## src/rtl/phy_route_pkg.sv

```systemverilog
package phy_route_pkg;

    localparam int SEL_W = 32;

    // Union of all routing fields; no other select bit may ever be set.
    localparam logic [SEL_W-1:0] ROUTE_ALL = 32'h8000_0030;

    typedef enum logic [1:0] {
        RSP_NONE = 2'd0,
        RSP_OK   = 2'd1,
        RSP_BUSY = 2'd2,
        RSP_BAD  = 2'd3
    } rsp_e;

    typedef struct packed {
        logic live;   // request present
        logic drop;   // 1 = release, 0 = claim
        logic legal;  // channel / index in range
    } req_kind_t;

    function automatic logic [SEL_W-1:0] route_mask(input int ch);
        case (ch)
            0:       return 32'h0000_0030;
            2:       return 32'h8000_0000;
            default: return '0;
        endcase
    endfunction

    function automatic logic [SEL_W-1:0] route_value(input int ch, input logic idx);
        case (ch)
            0:       return idx ? 32'h0000_0030 : 32'h0000_0010;
            2:       return idx ? 32'h8000_0000 : 32'h0000_0000;
            default: return '0;
        endcase
    endfunction

endpackage

```

## src/rtl/phy_route_decode.sv

```systemverilog
module phy_route_decode
    import phy_route_pkg::*;
#(
    parameter int NUM_CH = 3,
    parameter int CH_W   = 2,
    parameter int IDX_W  = 2
) (
    input  logic             valid,
    input  logic             release_op,
    input  logic [CH_W-1:0]  chan,
    input  logic [IDX_W-1:0] idx,
    output req_kind_t        kind,
    output logic             pick
);
    localparam logic [CH_W:0]  CH_LIM  = (CH_W+1)'(NUM_CH);
    localparam logic [IDX_W:0] IDX_LIM = (IDX_W+1)'(2);

    logic chan_ok;
    logic idx_ok;

    always_comb begin
        chan_ok    = ({1'b0, chan} < CH_LIM);
        idx_ok     = ({1'b0, idx} < IDX_LIM);
        kind.live  = valid;
        kind.drop  = release_op;
        kind.legal = release_op ? chan_ok : (chan_ok && idx_ok);
        pick       = idx[0];
    end
endmodule

```

## src/rtl/phy_route_core.sv

```systemverilog
module phy_route_core
    import phy_route_pkg::*;
#(
    parameter int NUM_REQ = 2,
    parameter int NUM_CH  = 3,
    parameter int CH_W    = 2,
    parameter int CNT_W   = 2
) (
    input  logic                      clk,
    input  logic                      rst,
    input  req_kind_t                 kind [NUM_REQ],
    input  logic [NUM_REQ*CH_W-1:0]   chan,
    input  logic [NUM_REQ-1:0]        pick,
    output rsp_e                      rsp_q [NUM_REQ],
    output logic [SEL_W-1:0]          sel_q,
    output logic [NUM_CH-1:0]         own_q,
    output logic [NUM_CH-1:0]         who_q,
    output logic [CNT_W-1:0]          n_take,
    output logic [CNT_W-1:0]          n_drop
);
    logic [SEL_W-1:0]  sel_n;
    logic [NUM_CH-1:0] own_n;
    logic [NUM_CH-1:0] who_n;
    rsp_e              rsp_n [NUM_REQ];
    logic              any_live;

    // Requests are applied in order; each sees the state left by those before it.
    always_comb begin
        own_n    = own_q;
        who_n    = who_q;
        sel_n    = sel_q;
        n_take   = '0;
        n_drop   = '0;
        any_live = 1'b0;
        for (int r = 0; r < NUM_REQ; r++) begin
            int ci;
            ci       = int'(chan[r*CH_W +: CH_W]);
            rsp_n[r] = RSP_NONE;
            if (kind[r].live) begin
                any_live = 1'b1;
                if (!kind[r].legal) begin
                    rsp_n[r] = RSP_BAD;
                end else if (kind[r].drop) begin
                    rsp_n[r] = RSP_OK;
                    if (own_n[ci]) begin
                        own_n[ci] = 1'b0;
                        who_n[ci] = 1'b0;
                        n_drop    = n_drop + CNT_W'(1);
                    end
                end else if (own_n[ci]) begin
                    rsp_n[r] = RSP_BUSY;
                end else begin
                    own_n[ci] = 1'b1;
                    who_n[ci] = pick[r];
                    sel_n     = (sel_n & ~route_mask(ci)) | route_value(ci, pick[r]);
                    n_take    = n_take + CNT_W'(1);
                    rsp_n[r]  = RSP_OK;
                end
            end
        end
    end

    always_ff @(posedge clk) begin
        if (rst) begin
            sel_q <= '0;
            own_q <= '0;
            who_q <= '0;
            for (int r = 0; r < NUM_REQ; r++) rsp_q[r] <= RSP_NONE;
        end else begin
            sel_q <= sel_n;
            own_q <= own_n;
            who_q <= who_n;
            for (int r = 0; r < NUM_REQ; r++) rsp_q[r] <= rsp_n[r];
        end
    end

    logic live_d;
    always_ff @(posedge clk) begin
        if (rst) live_d <= 1'b0;
        else     live_d <= any_live;
    end

    assert_reset_clear_R1: assert property (@(posedge clk) disable iff (rst)
        $past(rst) |-> (sel_q == '0 && own_q == '0 && who_q == '0));

    assert_idle_stable_R3: assert property (@(posedge clk) disable iff (rst)
        (!live_d && !$past(rst)) |-> ($stable(sel_q) && $stable(own_q) && $stable(who_q)));

    assert_sel_outside_masks_R7: assert property (@(posedge clk) disable iff (rst)
        (sel_q & ~ROUTE_ALL) == '0);

    assert_unowned_owner_zero_R9: assert property (@(posedge clk) disable iff (rst)
        (who_q & ~own_q) == '0);
endmodule

```

## src/rtl/phy_route_clkcnt.sv

```systemverilog
module phy_route_clkcnt #(
    parameter int CNT_W = 2
) (
    input  logic             clk,
    input  logic             rst,
    input  logic [CNT_W-1:0] n_take,
    input  logic [CNT_W-1:0] n_drop,
    output logic             clk_en
);
    logic [CNT_W-1:0] cnt_q;

    always_ff @(posedge clk) begin
        if (rst) cnt_q <= '0;
        else     cnt_q <= cnt_q + n_take - n_drop;
    end

    assign clk_en = (cnt_q != '0);

    assert_no_underflow_R11: assert property (@(posedge clk) disable iff (rst)
        ({1'b0, n_drop} <= {1'b0, cnt_q} + {1'b0, n_take}));
endmodule

```

## src/rtl/phy_route_arbiter.sv

```systemverilog
module phy_route_arbiter
    import phy_route_pkg::*;
#(
    parameter int NUM_REQ = 2,
    parameter int NUM_CH  = 3,
    parameter int CH_W    = 2,
    parameter int IDX_W   = 2
) (
    input  logic                       clk,
    input  logic                       rst,
    input  logic [NUM_REQ-1:0]         req_valid,
    input  logic [NUM_REQ-1:0]         req_release,
    input  logic [NUM_REQ*CH_W-1:0]    req_chan,
    input  logic [NUM_REQ*IDX_W-1:0]   req_idx,
    output logic [NUM_REQ*2-1:0]       rsp_code,
    output logic [SEL_W-1:0]           sel_reg,
    output logic [NUM_CH-1:0]          ch_owned,
    output logic [NUM_CH-1:0]          ch_owner,
    output logic                       clk_en
);
    localparam int CNT_W = $clog2(NUM_CH + 1);

    req_kind_t          kind [NUM_REQ];
    logic [NUM_REQ-1:0] pick;
    rsp_e               rsp_q [NUM_REQ];
    logic [CNT_W-1:0]   n_take;
    logic [CNT_W-1:0]   n_drop;

    for (genvar r = 0; r < NUM_REQ; r++) begin : g_req
        phy_route_decode #(
            .NUM_CH (NUM_CH),
            .CH_W   (CH_W),
            .IDX_W  (IDX_W)
        ) u_dec (
            .valid      (req_valid[r]),
            .release_op (req_release[r]),
            .chan       (req_chan[r*CH_W +: CH_W]),
            .idx        (req_idx[r*IDX_W +: IDX_W]),
            .kind       (kind[r]),
            .pick       (pick[r])
        );
        assign rsp_code[r*2 +: 2] = rsp_q[r];
    end

    phy_route_core #(
        .NUM_REQ (NUM_REQ),
        .NUM_CH  (NUM_CH),
        .CH_W    (CH_W),
        .CNT_W   (CNT_W)
    ) u_core (
        .clk    (clk),
        .rst    (rst),
        .kind   (kind),
        .chan   (req_chan),
        .pick   (pick),
        .rsp_q  (rsp_q),
        .sel_q  (sel_reg),
        .own_q  (ch_owned),
        .who_q  (ch_owner),
        .n_take (n_take),
        .n_drop (n_drop)
    );

    phy_route_clkcnt #(
        .CNT_W (CNT_W)
    ) u_cnt (
        .clk    (clk),
        .rst    (rst),
        .n_take (n_take),
        .n_drop (n_drop),
        .clk_en (clk_en)
    );

    assert_clk_tracks_owners_R11: assert property (@(posedge clk) disable iff (rst)
        clk_en == (ch_owned != '0));

    assert_first_requester_wins_R10: assert property (@(posedge clk) disable iff (rst)
        (req_valid[0] && !req_release[0] && req_chan[CH_W-1:0] < CH_W'(NUM_CH)
         && req_idx[IDX_W-1:1] == '0 && !ch_owned[req_chan[CH_W-1:0]])
        |=> (rsp_q[0] == RSP_OK));
endmodule

```

## config.mk

```make
export PLATFORM = sky130hd
export DESIGN_NAME = phy_route_arbiter
export DESIGN_NICKNAME = d
export VERILOG_FILES = /design/src/rtl/phy_route_pkg.sv /design/src/rtl/phy_route_decode.sv /design/src/rtl/phy_route_core.sv /design/src/rtl/phy_route_clkcnt.sv /design/src/rtl/phy_route_arbiter.sv
export SDC_FILE = /design/constraint.sdc
export NUM_CORES = 1
export LEC_CHECK = 0
export BUFFER_PORTS_ARGS = -buffer_cell sky130_fd_sc_hd__buf_2
export CAP_MARGIN = 25
export CORE_AREA = 4 4 70 72
export DETAILED_ROUTE_END_ITERATION = 16
export DIE_AREA = 0 0 74 76
export GPL_ROUTABILITY_DRIVEN = 1
export GPL_TIMING_DRIVEN = 0
export SETUP_SLACK_MARGIN = 0.05
export SLEW_MARGIN = 10
export SYNTH_ARGS = -nofsm -noshare
export SYNTH_HDL_FRONTEND = slang
export SYNTH_HIERARCHICAL = 1
export SYNTH_SLANG_ARGS = --single-unit
```

## constraint.sdc

```tcl
create_clock -name clk -period 3.95 [get_ports clk]
set_input_delay 0.395 -clock clk [delete_from_list [all_inputs] [get_ports clk]]
set_output_delay 0.395 -clock clk [all_outputs]
set_load 0.05 [all_outputs]
```

==> results, run 1 <==
- The first TritonRoute pass finished after 4 iterations.
- The post-detailed-route wirelength per cell is 11.7 microns.
- On the critical path, the stage with the largest delay is an instance of sky130_fd_sc_hd__mux2i_1.
- The worst hold slack is 0.325 ns.
- The leading area contributor after synthesis is sky130_fd_sc_hd__dfxtp_1.
- Across every metal layer, demand over resource in global routing totals 12.0%.
- The number of max-slew violations in the final report is 0.
- The relative slew slack is 62.1%.
- The startpoint of the most critical register-to-register path is u_core/own_q[1]$_SDFF_PP0_.
- The CTS tree is done.
- Ranked by instance count, the synthesized netlist is headed by 37 x sky130_fd_sc_hd__buf_4, 15 x sky130_fd_sc_hd__dfxtp_1, 12 x sky130_fd_sc_hd__inv_1, 12 x sky130_fd_sc_hd__nor2_1.
- The top flip-flop cell by instance count after synthesis is sky130_fd_sc_hd__dfxtp_1.
- After detailed routing, the number of remaining DRC violations is 0.
- Setup repair after global routing left no endpoint under its margin.
- The number of setup buffers added after CTS is 0.
- From synthesis to final layout, the design area changed by 21.7%.
- The total half-perimeter wirelength after legalization and detailed placement is 2.71 mm.
- The path with the worst hold slack has its endpoint at u_cnt/cnt_q[1]$_SDFF_PP0_.
- The floorplan step set the die width to 74 microns.
- Yosys mapped a number of flops with a built-in enable equal to 0.
- 0 antenna diodes ended up in the layout.
- Summing every instance area after synthesis gives 1520 sq um.
- The number of buffers and inverters on the critical path is 4.
- The congestion estimate from routability-driven global placement came to 0.871.
- Global routing used 16.4% of the available met1 tracks.
- The class of the most critical hold timing path is in -> reg.
- The hold buffer count at cts is 0.
- The pin count of the biggest net entering global routing is 11.
- The cell row count is 24.
- Counting cells, the worst reg-to-reg path comes to 11.
- In this run the power spent charging and discharging nets is 0.214 mW.
- Of the total power, registers draw 32.0%.
- Detailed routing inserted a total of 1308 vias.
- The share of synthesized flip-flops with an asynchronous set or reset is 0%.
- At the worst endpoint, the arrival time is 3.27 ns.
- During I/O placement, the number of pins put on the boundary was 57.
- The longest clock path from root to sink contains 2 buffers.
- The synthesized netlist contains 57 unique library cells.
- The cell-internal power is 0.307 mW.
- The cell count after synthesis is 180.
- Summed over all cells, the static leakage comes to 0.930 nW.
- The top-area cell type share of the netlist area is 19.7%.
- In this design, the largest share of critical-path delay is due to adder cells.
- The count of endpoints failing hold in the final timing report came to 0.
- The vertical die dimension is 76 microns.
- The post-detailed-route count of antenna-violating nets is 0.
- For the final database, setup skew stands at 0.00273 ns.
- The total number of H-tree levels is 1.
- The total global routing overflow is 0.
- The aggregate routed wire length is 3.35 mm.
- Counting I/O delays and the setup requirement, the final critical path takes 3.13 ns.
- The CTS root buffer is sky130_fd_sc_hd__clkbuf_8.
- For flop-to-flop paths, the worst setup slack is 1.00 ns.
- After detailed placement, the design holds a cell count of 283.
- The share of cells above drive strength 1 is 36.2%.
- The final critical path takes up 79.2% of the cycle.
- The number of global-route vias before repair is 1198.
- The number of I/O port buffers is 23.
- The maximum frequency from static timing analysis is 320 MHz.
- Summing the sequential cell areas from Yosys gives 19.7% of the chip area.
- The flow ran to the end, and the final reports show no timing, DRC or antenna violations.
- The area of the core region is 4290 sq um.
- The global routing met3 resource utilization is 2.77%.
- The effective utilization at floorplan is 35.5%.
- The number of max-cap violations is 0.
- STA classifies the critical path startpoint as an input pin.
- The category of the critical setup timing path is in -> reg.
- The clock share of power is 24.5%.
- The critical path runs through a total of 15 cells.
- Yosys instantiated no cell more often than sky130_fd_sc_hd__buf_4.
- The switching share of power is 41.1%.
- During synthesis, Yosys emitted a total of 6 warnings.
- The cell area after placement is 1810 sq um.
- The slew at the pin closest to its max-slew limit is 0.569 ns.
- The clock latency on the worst-skew pair is 0.25 ns.
- The signal on the critical path passes through buf_2 -> a22oi_2 -> clkbuf_2 -> and4b_1 -> buf_4 -> mux2i_1 -> a22o_2 -> ha_1 -> mux2_2 -> ha_1 -> inv_1 -> ha_1 -> xnor2_4 -> xnor2_1 -> nor2_1.
- The worst hold path begins at rst.
- Global routing used 18.5% of the available met2 tracks.
- The die covers 5620 sq um.
- The initial antenna violation count was 0.
- The first-pass GRT wire length is 5.44 mm.
- Dividing the synthesized area by the synthesized cell count gives 8.46 sq um.
- Setup violations remaining at the end of the flow were counted as 0.
- The biggest fanout along the worst timing path is 9.
- The combinational fraction of design power is 43.5%.
- The count of routing violations after the opening detailed-route iteration is 115.
- In this design, the stage delay of the slowest critical-path cell is 0.40 ns.
- Summed over all failing endpoints, the final setup total negative slack is 0 ns.
- The worst setup path is captured at a flip-flop.
- The number of clock sinks is 15.
- In this run the critical register-to-register path is captured at u_cnt/cnt_q[1]$_SDFF_PP0_.
- The power density over the cells is 281 nW/um^2.
- The CTS buffer count is 3.
- The worst-case IR drop observed on VDD is 0.176 mV.
- At the worst endpoint, the required time is 4.10 ns.
- In this run, synthesis produced a sequential element count of 15.
- The non-filler instance count after layout is 287.
- The final layout net count is 254.
- Clock-pin slew was measured on the worst setup and hold paths at 0.07 ns.
- After detailed routing, the number of vias per cell comes to 4.56.
- After routing the design area is 1850 sq um.
- Sorting the synthesized cells by area gives the leading types as sky130_fd_sc_hd__dfxtp_1 20%, sky130_fd_sc_hd__buf_4 18%, sky130_fd_sc_hd__mux2i_1 4.6%.
- Along the worst hold path, the cell count comes to 2.
- The post-cts repair resize count is 0.
- The most numerous cell on the critical path is sky130_fd_sc_hd__ha_1.
- met2 is the most crowded layer.
[flip-flops by register name (all words and copies together) (netlist names)]
signal        flops
u_core/who_q      3
u_cnt/cnt_q       2
u_core/own_q      3
u_core/sel_q      3
u_core/rsp_q      4
[worst max-delay path by stage]
| stage | from | to | slack, ns |
|---|---|---|---|
| after detailed placement | req_chan[1] | u_cnt/cnt_q[1]$_SDFF_PP0_ | 0.57 |
| after global routing | req_chan[1] | u_cnt/cnt_q[1]$_SDFF_PP0_ | 0.64 |
| after CTS | req_chan[1] | u_cnt/cnt_q[1]$_SDFF_PP0_ | 0.82 |
| after floorplan | u_core/own_q[1]$_SDFF_PP0_ | u_cnt/cnt_q[1]$_SDFF_PP0_ | 0.93 |
| after global placement | req_chan[1] | u_cnt/cnt_q[1]$_SDFF_PP0_ | 0.57 |
| final | req_chan[1] | u_cnt/cnt_q[1]$_SDFF_PP0_ | 0.82 |
[final cells by class]
| type | count | area [sq um] |
|---|---|---|
| multi-input cells | 136 | 928 |
| flip-flops and latches | 15 | 300 |
| repair buffers | 23 | 115 |
| fillers | 466 | 2440 |
| clock buffers | 4 | 45.0 |
| well taps | 52 | 65.1 |
| inverters | 14 | 66.3 |
| plain buffers | 43 | 333 |
[cell usage in the layout, fill, tap and decap left out, types with 3 or more instances in the layout]
cell	Yosys	routed
sky130_fd_sc_hd__buf_2	1	24
sky130_fd_sc_hd__mux2_2	3	3
sky130_fd_sc_hd__nor3_1	6	6
sky130_fd_sc_hd__inv_1	12	12
sky130_fd_sc_hd__buf_4	37	37
sky130_fd_sc_hd__clkbuf_8	0	3
sky130_fd_sc_hd__conb_1	1	29
sky130_fd_sc_hd__nor2_1	12	12
sky130_fd_sc_hd__a21oi_1	5	5
sky130_fd_sc_hd__buf_6	4	4
sky130_fd_sc_hd__ha_1	4	4
sky130_fd_sc_hd__nand3_1	3	3
sky130_fd_sc_hd__o21ai_0	4	4
sky130_fd_sc_hd__nand2b_1	5	5
sky130_fd_sc_hd__and2_1	3	3
sky130_fd_sc_hd__dfxtp_1	15	15
sky130_fd_sc_hd__mux2i_1	7	7
sky130_fd_sc_hd__nand2_1	7	7
sky130_fd_sc_hd__nand4_1	3	3
[through the flow]
| stage | power, mW | utilization, % | setup slack [ns] |
|---|---|---|---|
| 2_1_floorplan | 0.364 | - | 0.925 |
| 3_3_place_gp | 0.395 | 42.1 | 0.566 |
| 3_5_place_dp | 0.396 | 42.1 | 0.575 |
| 4_1_cts | 0.525 | 43.2 | 0.824 |
| 5_1_grt | 0.552 | 43.2 | 0.639 |
| 6_report | 0.521 | 43.2 | 0.823 |
[kinds of logic (layout without fill, tap and decap cells)]
| kind of cell | after synthesis | after routing | synth area share, % |
|---|---|---|---|
| adder cells (fa/ha/maj) | 4 | 4 | 3.29 |
| other | 1 | 29 | 0.246 |
| AO/OA/AOI/OAI | 33 | 33 | 16.8 |
| multiplexers | 10 | 10 | 6.82 |
| buffers and inverters | 57 | 84 | 26.2 |
| AND/OR/NAND/NOR | 56 | 56 | 22.4 |
| flip-flops | 15 | 15 | 19.7 |
| XOR/XNOR | 4 | 4 | 4.44 |
[layer usage]
metal / wire length [microns] / part of all wire [%]
met1: 1440 / 43
met2: 1540 / 46
met3: 336 / 10
met4: 36 / 1.1
met5: 0 / 0
[power groups by stage]
stage / registers, mW / logic [mW] / clock network, mW
2_1_floorplan: 0.193 / 0.171 / 0
3_3_place_gp: 0.170 / 0.225 / 0
3_5_place_dp: 0.170 / 0.226 / 0
4_1_cts: 0.167 / 0.227 / 0.132
5_1_grt: 0.168 / 0.245 / 0.139
6_report: 0.167 / 0.227 / 0.128
Power figures use the tool's default switching activity.
==> inputs of run 2 (changes only) <==
==> constraint.sdc (replaced) <==
create_clock -name clk -period 2.6 [get_ports clk]
set_input_delay 0.26 -clock clk [delete_from_list [all_inputs] [get_ports clk]]
set_output_delay 0.26 -clock clk [all_outputs]
set_load 0.05 [all_outputs]
==> run 2 against run 1 <==
Effect of this change: the flow now finishes with violations (negative setup slack); non-clock buffer count rose by 6; count of clock-buffer cells in the layout stayed put; combinational power rose by 65%; wire length rose by 2.9%; sequential share of layout area is 0.94 points lower; via count increased by 0.23%; design area rose by 8.4%; sequential power rose by 51%; worst setup slack lost 0.89 ns; register-to-register slack worse by 1.0 ns; first-iteration DRC count down 46%; power is 59% higher; highest routed layer unchanged.
==> results, run 2 (same netlist as run 1, synthesis figures left out) <==
- The slew at the pin closest to its max-slew limit was 0.560 ns (-0.00873 ns).
- The total half-perimeter wirelength after legalization and detailed placement is 2.65 mm (-2.4%).
- The largest stage delay on the critical path came to 0.28 ns (-0.12 ns).
- The number of global-route vias before repair is 1193 (-0.42%).
- The post-detailed-route wirelength per cell is 11.8 microns (+0.82%).
- The number of max-slew violations in the final report came to 0 (unchanged).
- The number of I/O port buffers is 23 (unchanged).
- The vertical die dimension was 76 microns (unchanged).
- The number of buffers between clock root and the deepest sink came to 2 (unchanged).
- The area of the core region is 4290 sq um (unchanged).
- The relative slew slack is 62.6% (+0.50 points).
- The clock slew seen by the registers of the worst setup and hold paths is 0.06 ns (about the same).
- The CTS root buffer is sky130_fd_sc_hd__clkbuf_8.
- The final layout net count is 260 (+2.4%).
- The clock skew is 0.00789 ns (+0.00516 ns).
- The clock latency on the worst-skew pair is 0.26 ns (about the same).
- The cell row count came to 24 (unchanged).
- The effective utilization at floorplan came to 35.5% (unchanged).
- After layout, the minimum clock period comes to 2.67 ns.
- The hold buffer count at cts is 0 (unchanged).
- The count of pins on the block boundary is 57 (unchanged).
- The worst hold slack came to 0.183 ns (-0.142 ns).
- The number of clock sinks is 15 (unchanged).
- For this run, the top clock speed supported by timing is 375 MHz.
- The share of cells above drive strength 1 is 42.3% (+6.2 points).
- The run finished, with violations left.
- The first-pass iteration count of the detailed router was 4 (unchanged).
- The number of buffers and inverters on the critical path came to 4 (unchanged).
- The final core utilization came to 46.8% (+3.6 points).
- The leakage power is 0.983 nW (+5.7%).
- The biggest fanout along the worst timing path is 6 (-3).
- TritonCTS built the clock tree.
- The CTS buffer count is 3 (unchanged).
- The total number of H-tree levels is 1 (unchanged).
- The peak supply drop is 0.257 mV (+46%).
- The aggregate routed wire length was 3.45 mm (+2.9%).
- The min-delay analysis places its worst path in the category in -> reg.
- Setup repair after global routing could not meet its margin everywhere.
- For this design, the slowest cell found on the critical path is sky130_fd_sc_hd__mux2i_4.
- The overall track demand over capacity in global routing is 12.7% (+0.72 points).
- The number of DRC violations after detailed routing was 0 (unchanged).
- The number of max-cap violations is 0 (unchanged).
- The power density over the cells came to 414 nW/um^2 (+47%).
- The post-detailed-route count of antenna-violating nets came to 0 (unchanged).
- The initial antenna violation count is 0 (unchanged).
- By instance count, the cell type seen most on the critical path is sky130_fd_sc_hd__ha_4.
- The pin count of the biggest net entering global routing is 11 (unchanged).
- The number of antenna repair diodes is 0 (unchanged).
- The data required time at the worst endpoint is 2.75 ns (-1.35 ns).
- The overall die area came to 5620 sq um (unchanged).
- The count of routing violations after the opening detailed-route iteration is 62 (-46%).
- Leaving out fill and tap cells, the most frequent cells in the layout are 43 x sky130_fd_sc_hd__buf_4, 29 x sky130_fd_sc_hd__conb_1, 23 x sky130_fd_sc_hd__buf_2, 12 x sky130_fd_sc_hd__nor2_1, 12 x sky130_fd_sc_hd__dfxtp_1.
- The final count of negative-setup-slack endpoints is 1 (+1).
- The count of endpoints failing hold in the final timing report came to 0 (unchanged).
- The most common cell after layout, fill and taps aside is sky130_fd_sc_hd__buf_4.
- The kind of cell adding the most delay to the critical path is adder cells.
- The arrival time reported for the critical path endpoint came to 2.81 ns (-0.46 ns).
- The total global routing overflow is 0 (unchanged).
- The critical path goes through buf_6 -> a22oi_2 -> clkbuf_8 -> and4b_1 -> buf_4 -> mux2i_4 -> a22o_2 -> ha_4 -> mux2_4 -> ha_4 -> inv_2 -> ha_4 -> xnor2_4 -> xnor2_1 -> nor2_1.
- The final reports fail on negative setup slack.
- From synthesis to final layout, the design area changed by 31.9%.
- The post-placement worst setup slack is -0.568 ns (-1.14 ns).
- The per-cell via count in the routed design is 4.47 (-1.8%).
- The die boundary width came to 74 microns (unchanged).
- The worst setup path is of the in -> reg kind.
- The global placer's final weighted congestion is 0.796 (-8.6%).
- The fill cell instance count of the final layout is 429 (-7.9%).
- STA classifies the critical path endpoint as a flip-flop.
- The number of vias in the routed layout is 1311 (+0.23%).
- The minimum setup slack in the final design is -0.0659 ns (-0.889 ns).
- Counting flops per register, the top entry is u_core/rsp_q.
- The type of origin of the critical path is an input pin.
- The first-pass GRT wire length was 5.59 mm (+2.8%).
- The final critical-path share of the clock period is 103%.
- The number of flip-flops in the largest register is 4 (unchanged).
[run 2: changes by cell type in the layout (fill, tap and decap cells not counted), sizes merged]
| cell | before | now |
|---|---|---|
| buf | 65 | 71 |
[run 2: layout make-up]
cell class                 count  area (sq um)  share of cell area, %
buffer                        43           342                   17.0
clock buffer                   4          45.0                   2.24
tap                           52          65.1                   3.24
multi-input combinational    136          1020                   50.7
inverter                      14          66.3                   3.30
timing repair buffer          29           166                   8.29
sequential                    15           307                   15.3
[run 2: worst register-to-register path, cell delays in order (launching register included)]
cell                      delay [ns]
sky130_fd_sc_hd__dfxtp_2        0.38
sky130_fd_sc_hd__mux2i_1        0.20
sky130_fd_sc_hd__o21ai_2        0.29
sky130_fd_sc_hd__nor3b_4        0.32
sky130_fd_sc_hd__ha_4           0.24
sky130_fd_sc_hd__mux2_4         0.28
sky130_fd_sc_hd__ha_4           0.26
sky130_fd_sc_hd__inv_2          0.03
sky130_fd_sc_hd__ha_4           0.16
sky130_fd_sc_hd__xnor2_4        0.12
sky130_fd_sc_hd__xnor2_1        0.16
sky130_fd_sc_hd__nor2_1         0.06
[run 2: path summary, 6_finish.rpt]
path                              start  slack (ns)                    endpoint  cells after the start
max                         req_chan[0]       -0.07   u_cnt/cnt_q[1]$_SDFF_PP0_                     15
min                                 rst        0.18   u_cnt/cnt_q[1]$_SDFF_PP0_                      2
max reg2reg  u_core/own_q[2]$_SDFF_PP0_       -0.02   u_cnt/cnt_q[1]$_SDFF_PP0_                     11
min reg2reg  u_core/sel_q[4]$_SDFF_PP0_        0.52  u_core/sel_q[4]$_SDFF_PP0_                      2
[run 2: repair_timing]
action	in CTS	in global routing
gates resized for setup	7	1
setup buffers	4	2
setup endpoints to repair	2	2
pin swaps	7	0
[run 2: per-stage QoR]
stage	power [mW]	setup TNS, ns	std cells	instance area, sq um
2_1_floorplan	0.566	-0.168	208	1690
3_3_place_gp	0.614	-0.976	283	1870
3_5_place_dp	0.613	-0.986	283	1870
4_1_cts	0.834	-0.0687	291	1990
5_1_grt	0.879	-0.156	293	2010
6_report	0.831	-0.0659	293	2010
[run 2: power breakdown]
part / internal [mW] / switching, mW / total (mW)
clock network: 0.109 / 0.0953 / 0.204
logic: 0.132 / 0.243 / 0.375
registers: 0.245 / 0.00777 / 0.252
total: 0.486 / 0.346 / 0.831
[run 2: metal layers]
| metal | vias up | share of wire (%) | track usage (%) |
|---|---|---|---|
| li1 | 694 | - | - |
| met1 | 550 | 45 | 16.5 |
| met2 | 56 | 43 | 19.0 |
| met3 | 11 | 8.8 | 2.90 |
| met4 | 0 | 3.2 | 6.88 |
| met5 | - | 0 | 0 |
==> inputs of run 3 (changes only) <==
--- a/config.mk
+++ b/config.mk
@@ -7,11 +7,14 @@
 export LEC_CHECK = 0
 export BUFFER_PORTS_ARGS = -buffer_cell sky130_fd_sc_hd__buf_2
 export CAP_MARGIN = 25
-export CORE_AREA = 4 4 70 72
+export CELL_PAD_IN_SITES_DETAIL_PLACEMENT = 0
+export CELL_PAD_IN_SITES_GLOBAL_PLACEMENT = 2
+export CORE_AREA = 2 2 82 84
 export DETAILED_ROUTE_END_ITERATION = 16
-export DIE_AREA = 0 0 74 76
+export DIE_AREA = 0 0 84 86
 export GPL_ROUTABILITY_DRIVEN = 1
 export GPL_TIMING_DRIVEN = 0
+export PLACE_DENSITY_LB_ADDON = 0.1
 export SETUP_SLACK_MARGIN = 0.05
 export SLEW_MARGIN = 10
 export SYNTH_ARGS = -nofsm -noshare
==> run 3 against run 2 <==
Effect of this change: the flow now finishes without violations; maximum frequency grew 5.5%; hold slack is essentially flat; power grew 1.7%; clock skew is essentially flat; final cell count grew 9.9%; die area grew 28%; via count grew 3.3%.
==> results, run 3 (same netlist as run 1, synthesis figures left out) <==
- The count of routing violations after the opening detailed-route iteration is 60 (-3.2%).
- The depth of the worst register-to-register path came to 12 (+1).
- The class of the most critical hold timing path is in -> reg.
- The total global routing overflow came to 0 (unchanged).
- The post-detailed-route wirelength per cell was 12.7 microns (+8.2%).
- The final count of negative-setup-slack endpoints is 0 (-1).
- The share of cells above drive strength 1 is 43.7% (+1.3 points).
- The largest register by flop count is u_core/rsp_q.
- Leaving out fill and tap cells, the most frequent cells in the layout are 46 x sky130_fd_sc_hd__buf_4, 29 x sky130_fd_sc_hd__conb_1, 22 x sky130_fd_sc_hd__buf_2, 12 x sky130_fd_sc_hd__nor2_1, 12 x sky130_fd_sc_hd__dfxtp_1.
- The total number of H-tree levels is 1 (unchanged).
- The most numerous cell on the critical path is sky130_fd_sc_hd__ha_4.
- The number of buffers between clock root and the deepest sink is 2 (unchanged).
- The leakage power came to 1.01 nW (+2.5%).
- The biggest fanout along the worst timing path was 5 (-1).
- The first-pass GRT wire length was 6.64 mm (+19%).
- The final layout net count is 264 (+1.5%).
- The largest stage delay on the critical path was 0.32 ns (+0.04 ns).
- The tree is rooted in a sky130_fd_sc_hd__clkbuf_8.
- The final core utilization was 33.2% (-14 points).
- The final total power was 0.846 mW (+1.7%).
- Compared with the post-synthesis result, the final layout area differs by 37.1%.
- The final critical-path share of the clock period is 97.2% (-5.3 points).
- The initial antenna violation count is 0 (unchanged).
- The library cell used most frequently in the layout, excluding fill and tap cells, is sky130_fd_sc_hd__buf_4.
- The peak supply drop came to 0.154 mV (-40%).
- The count of pins on the block boundary is 57 (unchanged).
- The count of endpoints failing hold in the final timing report came to 0 (unchanged).
- The time the worst path needs with I/O delays and setup was 2.53 ns (-0.139 ns).
- The number of max-slew violations in the final report is 0 (unchanged).
- The relative slew slack came to 64.7% (+2.2 points).
- TritonCTS built the clock tree.
- The critical path goes through buf_6 -> a22oi_2 -> clkbuf_8 -> nand4b_4 -> a222oi_1 -> buf_4 -> a22o_4 -> ha_4 -> mux2_4 -> ha_4 -> inv_2 -> ha_4 -> xnor2_4 -> xnor2_1 -> nor2_1.
- The flow ran to the end, and the final reports show no timing, DRC or antenna violations.
- The data required time at the worst endpoint was 2.76 ns (about the same).
- The die boundary width was 84 microns (+14%).
- The instance count after placement with tap cells included is 308 (+8.8%).
- The global placer's final weighted congestion came to 0.708 (-11%).
- The vertical die dimension is 86 microns (+13%).
- The cell row count is 29 (+21%).
- The nature of the critical path endpoint is a flip-flop.
- The post-detailed-route count of antenna-violating nets is 0 (unchanged).
- The overall die area was 7220 sq um (+28%).
- The number of I/O port buffers is 23 (unchanged).
- The area of the core region is 6280 sq um (+46%).
- The number of vias in the routed layout is 1354 (+3.3%).
- The number of clock sinks came to 15 (unchanged).
- The number of max-cap violations is 0 (unchanged).
- Setup repair after global routing could not meet its margin everywhere.
- The number of flip-flops in the largest register came to 4 (unchanged).
- The total half-perimeter wirelength after legalization and detailed placement was 3.03 mm (+14%).
- The non-filler instance count after layout is 322 (+9.9%).
- For this design, the slowest cell found on the critical path is sky130_fd_sc_hd__a222oi_1.
- The hold-critical path depth came to 2 (unchanged).
- The clock skew is 0.00741 ns (-0.000484 ns).
- The number of DRC violations after detailed routing was 0 (unchanged).
- The aggregate routed wire length is 4.10 mm (+19%).
- The critical path in this run is classified as in -> reg.
- The slew at the pin closest to its max-slew limit came to 0.528 ns (-0.0325 ns).
- The first-pass iteration count of the detailed router is 4 (unchanged).
- The pin count of the biggest net entering global routing is 11 (unchanged).
- The CTS buffer count is 3 (unchanged).
- The arrival time reported for the critical path endpoint came to 2.68 ns (-0.13 ns).
- The maximum frequency from static timing analysis came to 396 MHz (+5.5%).
- The type of origin of the critical path is an input pin.
- The setup total negative slack is 0 ns (+0.0659 ns).
- The clock slew seen by the registers of the worst setup and hold paths came to 0.07 ns (about the same).
- The overall track demand over capacity in global routing came to 11.5% (-1.2 points).
- The per-cell via count in the routed design is 4.20 (-6.0%).
- The clock latency on the worst-skew pair is 0.25 ns (about the same).
- The effective utilization at floorplan is 24.3% (-11 points).
- The number of global-route vias before repair is 1256 (+5.3%).
- The power density over the cells is 405 nW/um^2 (-2.1%).
- The number of antenna repair diodes is 0 (unchanged).
==> run 3: cell count changes in the layout (fill, tap and decap cells not counted) <==
cell | previous run | this run
sky130_fd_sc_hd__a22o_2 | 1 | 0
sky130_fd_sc_hd__a22o_4 | 0 | 1
sky130_fd_sc_hd__buf_2 | 23 | 22
sky130_fd_sc_hd__buf_4 | 43 | 46
sky130_fd_sc_hd__buf_6 | 5 | 7
sky130_fd_sc_hd__mux2_2 | 1 | 2
sky130_fd_sc_hd__mux2_4 | 2 | 1
sky130_fd_sc_hd__mux2i_1 | 6 | 5
sky130_fd_sc_hd__mux2i_2 | 0 | 1
==> run 3: repair_timing <==
item                       4_1_cts  5_1_grt
pin swaps                        8        4
resized for setup               11        0
setup buffers                   10        0
hold buffers                     0        0
setup endpoints to repair        2        1
==> run 3: critical path, delay by kind of cell <==
family          cells  cell delay, ns
compound gates      3            0.65
xor+xnor            2            0.25
fa+ha+maj           3            0.61
buf+inv             4            0.50
mux                 1            0.28
simple gates        2            0.14
==> run 3: power by group <==
group          switching [mW]  leakage, nW  internal, mW  total (mW)
clock                  0.0963       0.0228         0.109       0.205
sequential            0.00793        0.124         0.245       0.252
combinational           0.250        0.860         0.139       0.388
==> run 3: final timing paths <==
kind / startpoint / to / slack, ns
max reg2reg: u_core/own_q[1]$_SDFF_PP0_ / u_cnt/cnt_q[1]$_SDFF_PP0_ / 0.11
min: rst / u_cnt/cnt_q[1]$_SDFF_PP0_ / 0.18
max: req_chan[1] / u_cnt/cnt_q[1]$_SDFF_PP0_ / 0.07
min reg2reg: u_core/sel_q[4]$_SDFF_PP0_ / u_core/sel_q[4]$_SDFF_PP0_ / 0.51
==> run 3: per-layer routing <==
layer	global-route usage, %	wire [microns]	vias to the layer above
li1	-	-	699
met1	15.0	1970	614
met2	19.3	1880	37
met3	3.08	216	4
met4	2.05	32	0
met5	0	0	-
==> run 3: cell type report <==
type / count / area, sq um
Timing Repair Buffer: 33 / 203
Tap cell: 77 / 96.3
Sequential cell: 15 / 307
Clock buffer: 4 / 45.0
Inverter: 14 / 66.3
Buffer: 43 / 345
Fill cell: 684 / 4190
Multi-Input combinational cell: 136 / 1020
==> run 3: through the flow <==
stage               instance area, sq um  hold slack (ns)  setup slack (ns)
floorplan                           1690            0.332            -0.146
global placement                    1900            0.459            -0.587
detailed placement                  1900            0.458            -0.566
CTS                                 2090            0.175            0.0444
global route                        2090            0.189           -0.0548
finish                              2090            0.183            0.0729
